File: src/rtl/mbo_pkg.sv
package mbo_pkg;

    localparam int NUM_BLK   = 16;
    localparam int ADDR_W    = 4;
    localparam int HOLD_ROWS = 2;

    typedef enum logic [1:0] {
        OP_NOP = 2'b00,
        OP_CLR = 2'b01,
        OP_RST = 2'b10,
        OP_GRP = 2'b11
    } op_e;

    typedef logic [NUM_BLK-1:0] blk_mask_t;

    typedef struct packed {
        blk_mask_t clr;
        blk_mask_t rst;
        blk_mask_t park;
    } blk_masks_t;

    typedef struct packed {
        op_e               op;
        logic [ADDR_W-1:0] addr;
        logic              wr_act;
        logic [ADDR_W-1:0] wr_blk;
    } row_req_t;

    // Expand one request into raw masks over all 16 blocks.
    function automatic blk_masks_t expand_req(op_e op, logic [ADDR_W-1:0] addr, logic quad);
        blk_masks_t m;
        m = '0;
        case (op)
            OP_CLR: m.clr = blk_mask_t'(1) << addr;
            OP_RST: m.rst = blk_mask_t'(1) << addr;
            OP_GRP: begin
                if (!addr[3]) begin
                    if (quad)
                        m.rst = blk_mask_t'(4'hF) << {addr[2:1], 2'b00};
                    else
                        m.rst = blk_mask_t'(2'b11) << {addr[2:0], 1'b0};
                end else if (!addr[2]) begin
                    m.rst = '1;
                end else begin
                    m.park = '1;
                end
            end
            default: m = '0;
        endcase
        return m;
    endfunction

endpackage

File: src/rtl/mbo_grp_stage.sv
module mbo_grp_stage (
    input  logic clk,
    input  logic rst,
    input  logic row_start,
    input  logic grp_in,
    output logic grp_now
);
    // Holds the select sampled at the previous row start; the decode of the
    // current row uses this value, so a change lands one row later.
    logic grp_q;

    always_ff @(posedge clk) begin
        if (rst)
            grp_q <= 1'b0;
        else if (row_start)
            grp_q <= grp_in;
    end

    assign grp_now = grp_q;

    AST_GRP_HOLD: assert property (@(posedge clk) disable iff (rst)
        !row_start |=> $stable(grp_now));

endmodule

File: src/rtl/mbo_op_decode.sv
module mbo_op_decode
    import mbo_pkg::*;
#(
    parameter int BLOCKS = NUM_BLK
) (
    input  row_req_t   req,
    input  logic       quad,
    input  logic       short_array,
    output blk_masks_t masks
);
    localparam int LAST_BLK = BLOCKS - 1;

    blk_masks_t raw;
    blk_mask_t  present;

    assign raw = expand_req(req.op, req.addr, quad);

    generate
        for (genvar i = 0; i < BLOCKS; i++) begin : g_present
            if (i == LAST_BLK) begin : g_last
                assign present[i] = !short_array;
            end else begin : g_rest
                assign present[i] = 1'b1;
            end
        end
    endgenerate

    always_comb begin
        masks.clr  = raw.clr  & present;
        masks.rst  = raw.rst  & present;
        masks.park = raw.park & present;
    end

endmodule

File: src/rtl/mbo_rule_check.sv
module mbo_rule_check
    import mbo_pkg::*;
#(
    parameter int HOLD = HOLD_ROWS
) (
    input  logic     clk,
    input  logic     rst,
    input  logic     row_start,
    input  logic     short_array,
    input  row_req_t req,
    input  logic     clr_hit,
    output logic     viol
);
    localparam int CNT_W = $clog2(HOLD + 1);

    logic [CNT_W-1:0] hold_cnt;
    logic             hold_busy;
    logic             conflict;
    logic             hold_break;

    assign hold_busy  = (hold_cnt != '0);
    assign conflict   = (req.op == OP_CLR) && req.wr_act && (req.wr_blk != req.addr);
    assign hold_break = hold_busy && (req.op != OP_NOP);
    assign viol       = conflict || hold_break;

    always_ff @(posedge clk) begin
        if (rst) begin
            hold_cnt <= '0;
        end else if (row_start) begin
            if (short_array && req.op == OP_CLR && clr_hit && !viol)
                hold_cnt <= CNT_W'(HOLD);
            else if (hold_busy)
                hold_cnt <= hold_cnt - 1'b1;
        end
    end

    AST_HOLD_DRAINS: assert property (@(posedge clk) disable iff (rst)
        (row_start && hold_busy) |=> (hold_cnt == $past(hold_cnt) - 1'b1));

endmodule

File: src/rtl/mirror_blkop_decoder.sv
module mirror_blkop_decoder
    import mbo_pkg::*;
(
    input  logic        clk,
    input  logic        rst,
    input  logic        row_start,
    input  logic [1:0]  op_mode,
    input  logic [3:0]  blk_addr,
    input  logic        grp_sel,
    input  logic        short_array,
    input  logic        wr_active,
    input  logic [3:0]  wr_blk,
    output logic [15:0] clear_mask,
    output logic [15:0] reset_mask,
    output logic [15:0] park_mask,
    output logic        viol_pulse,
    output logic        err_flag
);
    row_req_t   req;
    blk_masks_t dec;
    blk_masks_t out_q;
    logic       grp_now;
    logic       viol_c;

    always_comb begin
        req.op     = op_e'(op_mode);
        req.addr   = blk_addr;
        req.wr_act = wr_active;
        req.wr_blk = wr_blk;
    end

    mbo_grp_stage u_grp (
        .clk       (clk),
        .rst       (rst),
        .row_start (row_start),
        .grp_in    (grp_sel),
        .grp_now   (grp_now)
    );

    mbo_op_decode #(.BLOCKS(NUM_BLK)) u_dec (
        .req         (req),
        .quad        (grp_now),
        .short_array (short_array),
        .masks       (dec)
    );

    mbo_rule_check #(.HOLD(HOLD_ROWS)) u_rule (
        .clk         (clk),
        .rst         (rst),
        .row_start   (row_start),
        .short_array (short_array),
        .req         (req),
        .clr_hit     (|dec.clr),
        .viol        (viol_c)
    );

    always_ff @(posedge clk) begin
        if (rst) begin
            out_q      <= '0;
            viol_pulse <= 1'b0;
            err_flag   <= 1'b0;
        end else begin
            out_q      <= (row_start && !viol_c) ? dec : '0;
            viol_pulse <= row_start && viol_c;
            if (row_start && viol_c)
                err_flag <= 1'b1;
        end
    end

    assign clear_mask = out_q.clr;
    assign reset_mask = out_q.rst;
    assign park_mask  = out_q.park;

    AST_PULSE_ONE: assert property (@(posedge clk) disable iff (rst)
        !row_start |=> (clear_mask == '0 && reset_mask == '0 && park_mask == '0 && !viol_pulse));

    AST_CLR_ONEHOT: assert property (@(posedge clk) disable iff (rst)
        $onehot0(clear_mask));

    AST_KIND_EXCL: assert property (@(posedge clk) disable iff (rst)
        $countones({|clear_mask, |reset_mask, |park_mask}) <= 1);

    AST_NO_BLK15: assert property (@(posedge clk) disable iff (rst)
        $past(short_array) |-> !(clear_mask[15] || reset_mask[15] || park_mask[15]));

    AST_GROUP_SIZE: assert property (@(posedge clk) disable iff (rst)
        (row_start && op_mode == 2'b11 && !blk_addr[3] && !short_array)
        |=> (viol_pulse || $countones(reset_mask) == 2 || $countones(reset_mask) == 4));

    AST_CLR_CONFLICT: assert property (@(posedge clk) disable iff (rst)
        (row_start && op_mode == 2'b01 && wr_active && wr_blk != blk_addr)
        |=> (viol_pulse && clear_mask == '0));

    AST_VIOL_QUIET: assert property (@(posedge clk) disable iff (rst)
        viol_pulse |-> (clear_mask == '0 && reset_mask == '0 && park_mask == '0 && err_flag));

    AST_ERR_STICKY: assert property (@(posedge clk) disable iff (rst)
        err_flag |=> err_flag);

endmodule

File: config.mk
export PLATFORM = sky130hd
export DESIGN_NAME = mirror_blkop_decoder
export DESIGN_NICKNAME = d
export VERILOG_FILES = /design/src/rtl/mbo_pkg.sv /design/src/rtl/mbo_grp_stage.sv /design/src/rtl/mbo_op_decode.sv /design/src/rtl/mbo_rule_check.sv /design/src/rtl/mirror_blkop_decoder.sv
export SDC_FILE = /design/constraint.sdc
export NUM_CORES = 1
export LEC_CHECK = 0
export ABC_AREA = 1
export ABC_CLOCK_PERIOD_IN_PS = 1300
export BUFFER_PORTS_ARGS = -buffer_cell sky130_fd_sc_hd__buf_2
export CAP_MARGIN = 20
export CORE_MARGIN = 5
export CORE_UTILIZATION = 44
export DETAILED_ROUTE_END_ITERATION = 10
export GPL_TIMING_DRIVEN = 0
export PLACE_DENSITY_LB_ADDON = 0.15
export SKIP_LAST_GASP = 1
export SLEW_MARGIN = 30
export SYNTH_ARGS = -nofsm -noshare
export SYNTH_HDL_FRONTEND = slang
export SYNTH_SLANG_ARGS = --single-unit
File: constraint.sdc
create_clock -name clk -period 1.3 [get_ports clk]
set_clock_uncertainty 0.05 [all_clocks]
set_input_delay 0.065 -clock clk [delete_from_list [all_inputs] [get_ports clk]]
set_output_delay 0.065 -clock clk [all_outputs]
set_load 0.005 [all_outputs]
==> metrics.yaml <==
crit_required_ns: 1.44
vias_per_cell: 4.815
slowest_stage: "dfxtp_2"
reg2reg_from: "u_rule.hold_cnt[0]"
syn_nets: 265
worstSetupStartpointType: "flop"
antenna_found_initial: 0
vdd_drop_max_v: 0.0007188
rr_worst_depth: 11
dpl.hpwl_um: 3333
num_antenna_cells: 0
cap_viol_max_count: 0
critPathArrivalTime_ns: 1.42
min_path_type: "input pin to flop"
r2r-end: "u_rule.hold_cnt[0]"
switchingPower_mw: 0.6467
grt_setup_unrepaired: "yes"
timing.fmax_mhz: 780.7
hold_ws_ns: 0.04082
fin_nets: 344
fin_crit_sh_pct: 98.54
startpoint: "u_rule.hold_cnt[0]"
area_delta_synth_final_pct: 32.17
path_cells: "inv_2 -> ha_4 -> inv_2 -> o21ai_4 -> nand2_2 -> nor2_2 -> nand2_2 -> nand2_2 -> nand3_2 -> nand2_1 -> nor2_1"
boundaryPins: 66
yosysWarnings: 0
slew_headroom_pct: 67.21
syn_inst: 248
grt_first_pass_wirelength_um: 7231
power.leakage_nw: 1.199
cp_max_fo: 3
coreArea_um2: 4029
worst_pin_slew_ns: 0.4900
clock_path_buffers: 2
num_rows: 23
cts_tree: "built"
clk_latency_ns: 0.29
drv_slew: 0
start_util_pct: 45.56
post_synth.cell_area_avg_um2: 7.401
seq_area_frac_synth_pct: 42.54
end_kind: "flop"
vias: 1820
grt_max_degree: 16
power.internal_mw: 1.784
ys_top_cells_by_area: "dfxtp_1, nor2_1, nand3_1, nand2_1, buf_4"
min-delay-start: "short_array"
holdPathStages: 4
layout-drive-gt1-share_pct: 38.72
power_frac_clock_pct: 31.0
yosys.area.top_type: "dfxtp_1"
drtPass1Iterations: 4
comb_power_share_pct: 18.2
fin_tns_setup_ns: 0
die_w_um: 74.59
cts_buffers: 5
drtIter0Drc: 97
p_sw_share_pct: 26.60
grt_usage_pct: 16.83
drc: 0
clkTransAtPathRegs_ns: 0.07
routed_wl_um: 4492
cts.htree.levels: 2
reg2reg_slack_ns: 0.02
p_seq_share_pct: 50.8
status: "complete, no violations"
finalHoldViolCount: 0
synth_top_area_share_pct: 42.54
period_needed_ns: 1.281
crit_type: "flop to flop"
die_h_um: 74.59
grt_pass1_vias: 1618
antenna_left: 0
netlist_area_um2: 1836
grt_overflow_total: 0
ys_seq_elements: 39
io_buffers: 62
max_stage_delay_ns: 0.33
synth.distinct_cells: 27
die_area_um2: 5564
cpMostUsedCell: "nand2_2"
powerDensity_nw_per_um2: 1002
finalSetupViolCount: 0
hold_end: "clear_mask[15]"
cts_root_buf: "clkbuf_8"
clock-sinks: 39
wl_per_cell_um: 11.88
gp_congestion: 0.8601
layout make-up:
class | instances | area [um2]
plain buffers | 27 | 191.4
clock buffers | 7 | 76.32
clock inverters | 1 | 5.005
fillers | 394 | 1603
inverters | 20 | 75.07
multi-input cells | 162 | 838.3
flip-flops and latches | 39 | 784.5
well taps | 50 | 62.56
repair buffers | 72 | 392.9
registers in the layout, indices dropped and copies added, names as in the netlist:
register         flops
viol_pulse           1
clear_mask          16
park_mask            2
u_rule.hold_cnt      2
err_flag             1
u_grp.grp_now        1
reset_mask          16
layer usage:
metal	routed length, um	up-vias	share of wire, %	GRT usage [%]
li1	-	953	-	-
met2	2069	59	46	27.02
met1	2026	799	45	21.78
met4	70	0	1.6	5.336
met3	325	9	7.2	5.000
met5	0	-	0	0
kinds of logic (layout without fill, tap and decap cells):
| kind of cell | after synthesis | count (layout) | synth area share [%] |
|---|---|---|---|
| AOI/OAI and AO/OA | 23 | 23 | 6.680 |
| adders and majority gates | 1 | 1 | 0.6816 |
| and+or+nand+nor | 134 | 134 | 34.29 |
| xor gates and xnor gates | 4 | 4 | 1.908 |
| buffers and inverters | 47 | 127 | 13.91 |
| DFF | 39 | 39 | 42.54 |
synthesized netlist by cell type:
| cell type | count |
|---|---|
| nor2_1 | 43 |
| dfxtp_1 | 39 |
| nand2_1 | 31 |
| nand3_1 | 29 |
| inv_1 | 16 |
| a21oi_1 | 15 |
| buf_4 | 15 |
| nor3_1 | 12 |
| buf_2 | 6 |
| nand2_2 | 5 |
| inv_2 | 4 |
| nand4_1 | 4 |
| o21ai_0 | 4 |
| xor2_1 | 4 |
| nor2_2 | 3 |
| a31oi_1 | 2 |
| buf_1 | 2 |
| buf_6 | 2 |
| clkbuf_1 | 2 |
| nor3_2 | 2 |
| nor4_1 | 2 |
| a211oi_1 | 1 |
| a21boi_0 | 1 |
| ha_1 | 1 |
| nand4_4 | 1 |
| nor2_4 | 1 |
| or2_2 | 1 |
power by group through the flow:
stage	Sequential (mW)	Combinational, mW	Clock [mW]
finish	1.23	0.441	0.755
floorplan	1.26	0.245	0
global placement	1.26	0.344	0
detailed placement	1.26	0.349	0
CTS	1.23	0.421	0.786
global route	1.24	0.491	0.836
cell usage in the layout (no fill, tap or decap):
cell           count
a31oi_1            2
nor2_2             4
nand3_1           28
nand4_1            4
inv_2              7
a21oi_1           15
buf_4             24
o21ai_0            1
nor3_2             2
or2_2              1
a21boi_0           1
buf_2             65
dfxtp_1           36
a211oi_2           1
dlygate4sd3_1      3
buf_6              3
nor2_4             1
o21ai_1            2
xor2_1             4
nor4_1             2
buf_1              2
ha_4               1
nand3_2            1
clkbuf_8           5
dfxtp_2            3
nand2_2            6
nand2_1           30
clkinv_2           1
nor2_1            42
clkbuf_1           4
o21ai_4            1
inv_1             13
nor3_1            12
nand4_4            1
worst max-delay path: cells and delay by family, from the launching register on:
family / cells / cell delay [ns]
AO/OA/AOI/OAI: 1 / 0.07
AND/OR/NAND/NOR: 7 / 0.50
adder cells (fa/ha/maj): 1 / 0.13
flip-flops: 1 / 0.33
buffers and inverters: 2 / 0.12
what timing repair did:
action	CTS	global route
setup buffers	5	2
endpoints found under the setup margin	47	33
pin swaps	6	3
hold buffers	3	0
resized for setup	15	4
endpoints found under the hold margin	5	0
stage by stage:
stage	total power, mW	cells	setup slack [ns]	utilization, %	instance area (um2)
2_1_floorplan	1.505	248	0.02285	-	1839
3_5_place_dp	1.608	360	-0.1798	54.91	2212
6_report	2.431	378	0.01904	60.22	2426
4_1_cts	2.441	376	0.009153	59.60	2401
5_1_grt	2.564	378	-0.07920	60.22	2426
3_3_place_gp	1.602	360	-0.1884	54.91	2212
how the worst max path moves through the flow:
stage                               endpoint  slack [ns]  cells after the start
after floorplan           u_rule.hold_cnt[1]        0.02                     10
after global placement    u_rule.hold_cnt[0]       -0.19                     13
after detailed placement  u_rule.hold_cnt[0]       -0.18                     13
after CTS                 u_rule.hold_cnt[0]       0.009                     11
after global routing           reset_mask[9]       -0.08                      7
final                     u_rule.hold_cnt[0]        0.02                     11
Note: power is estimated with default switching activity, not from simulation.
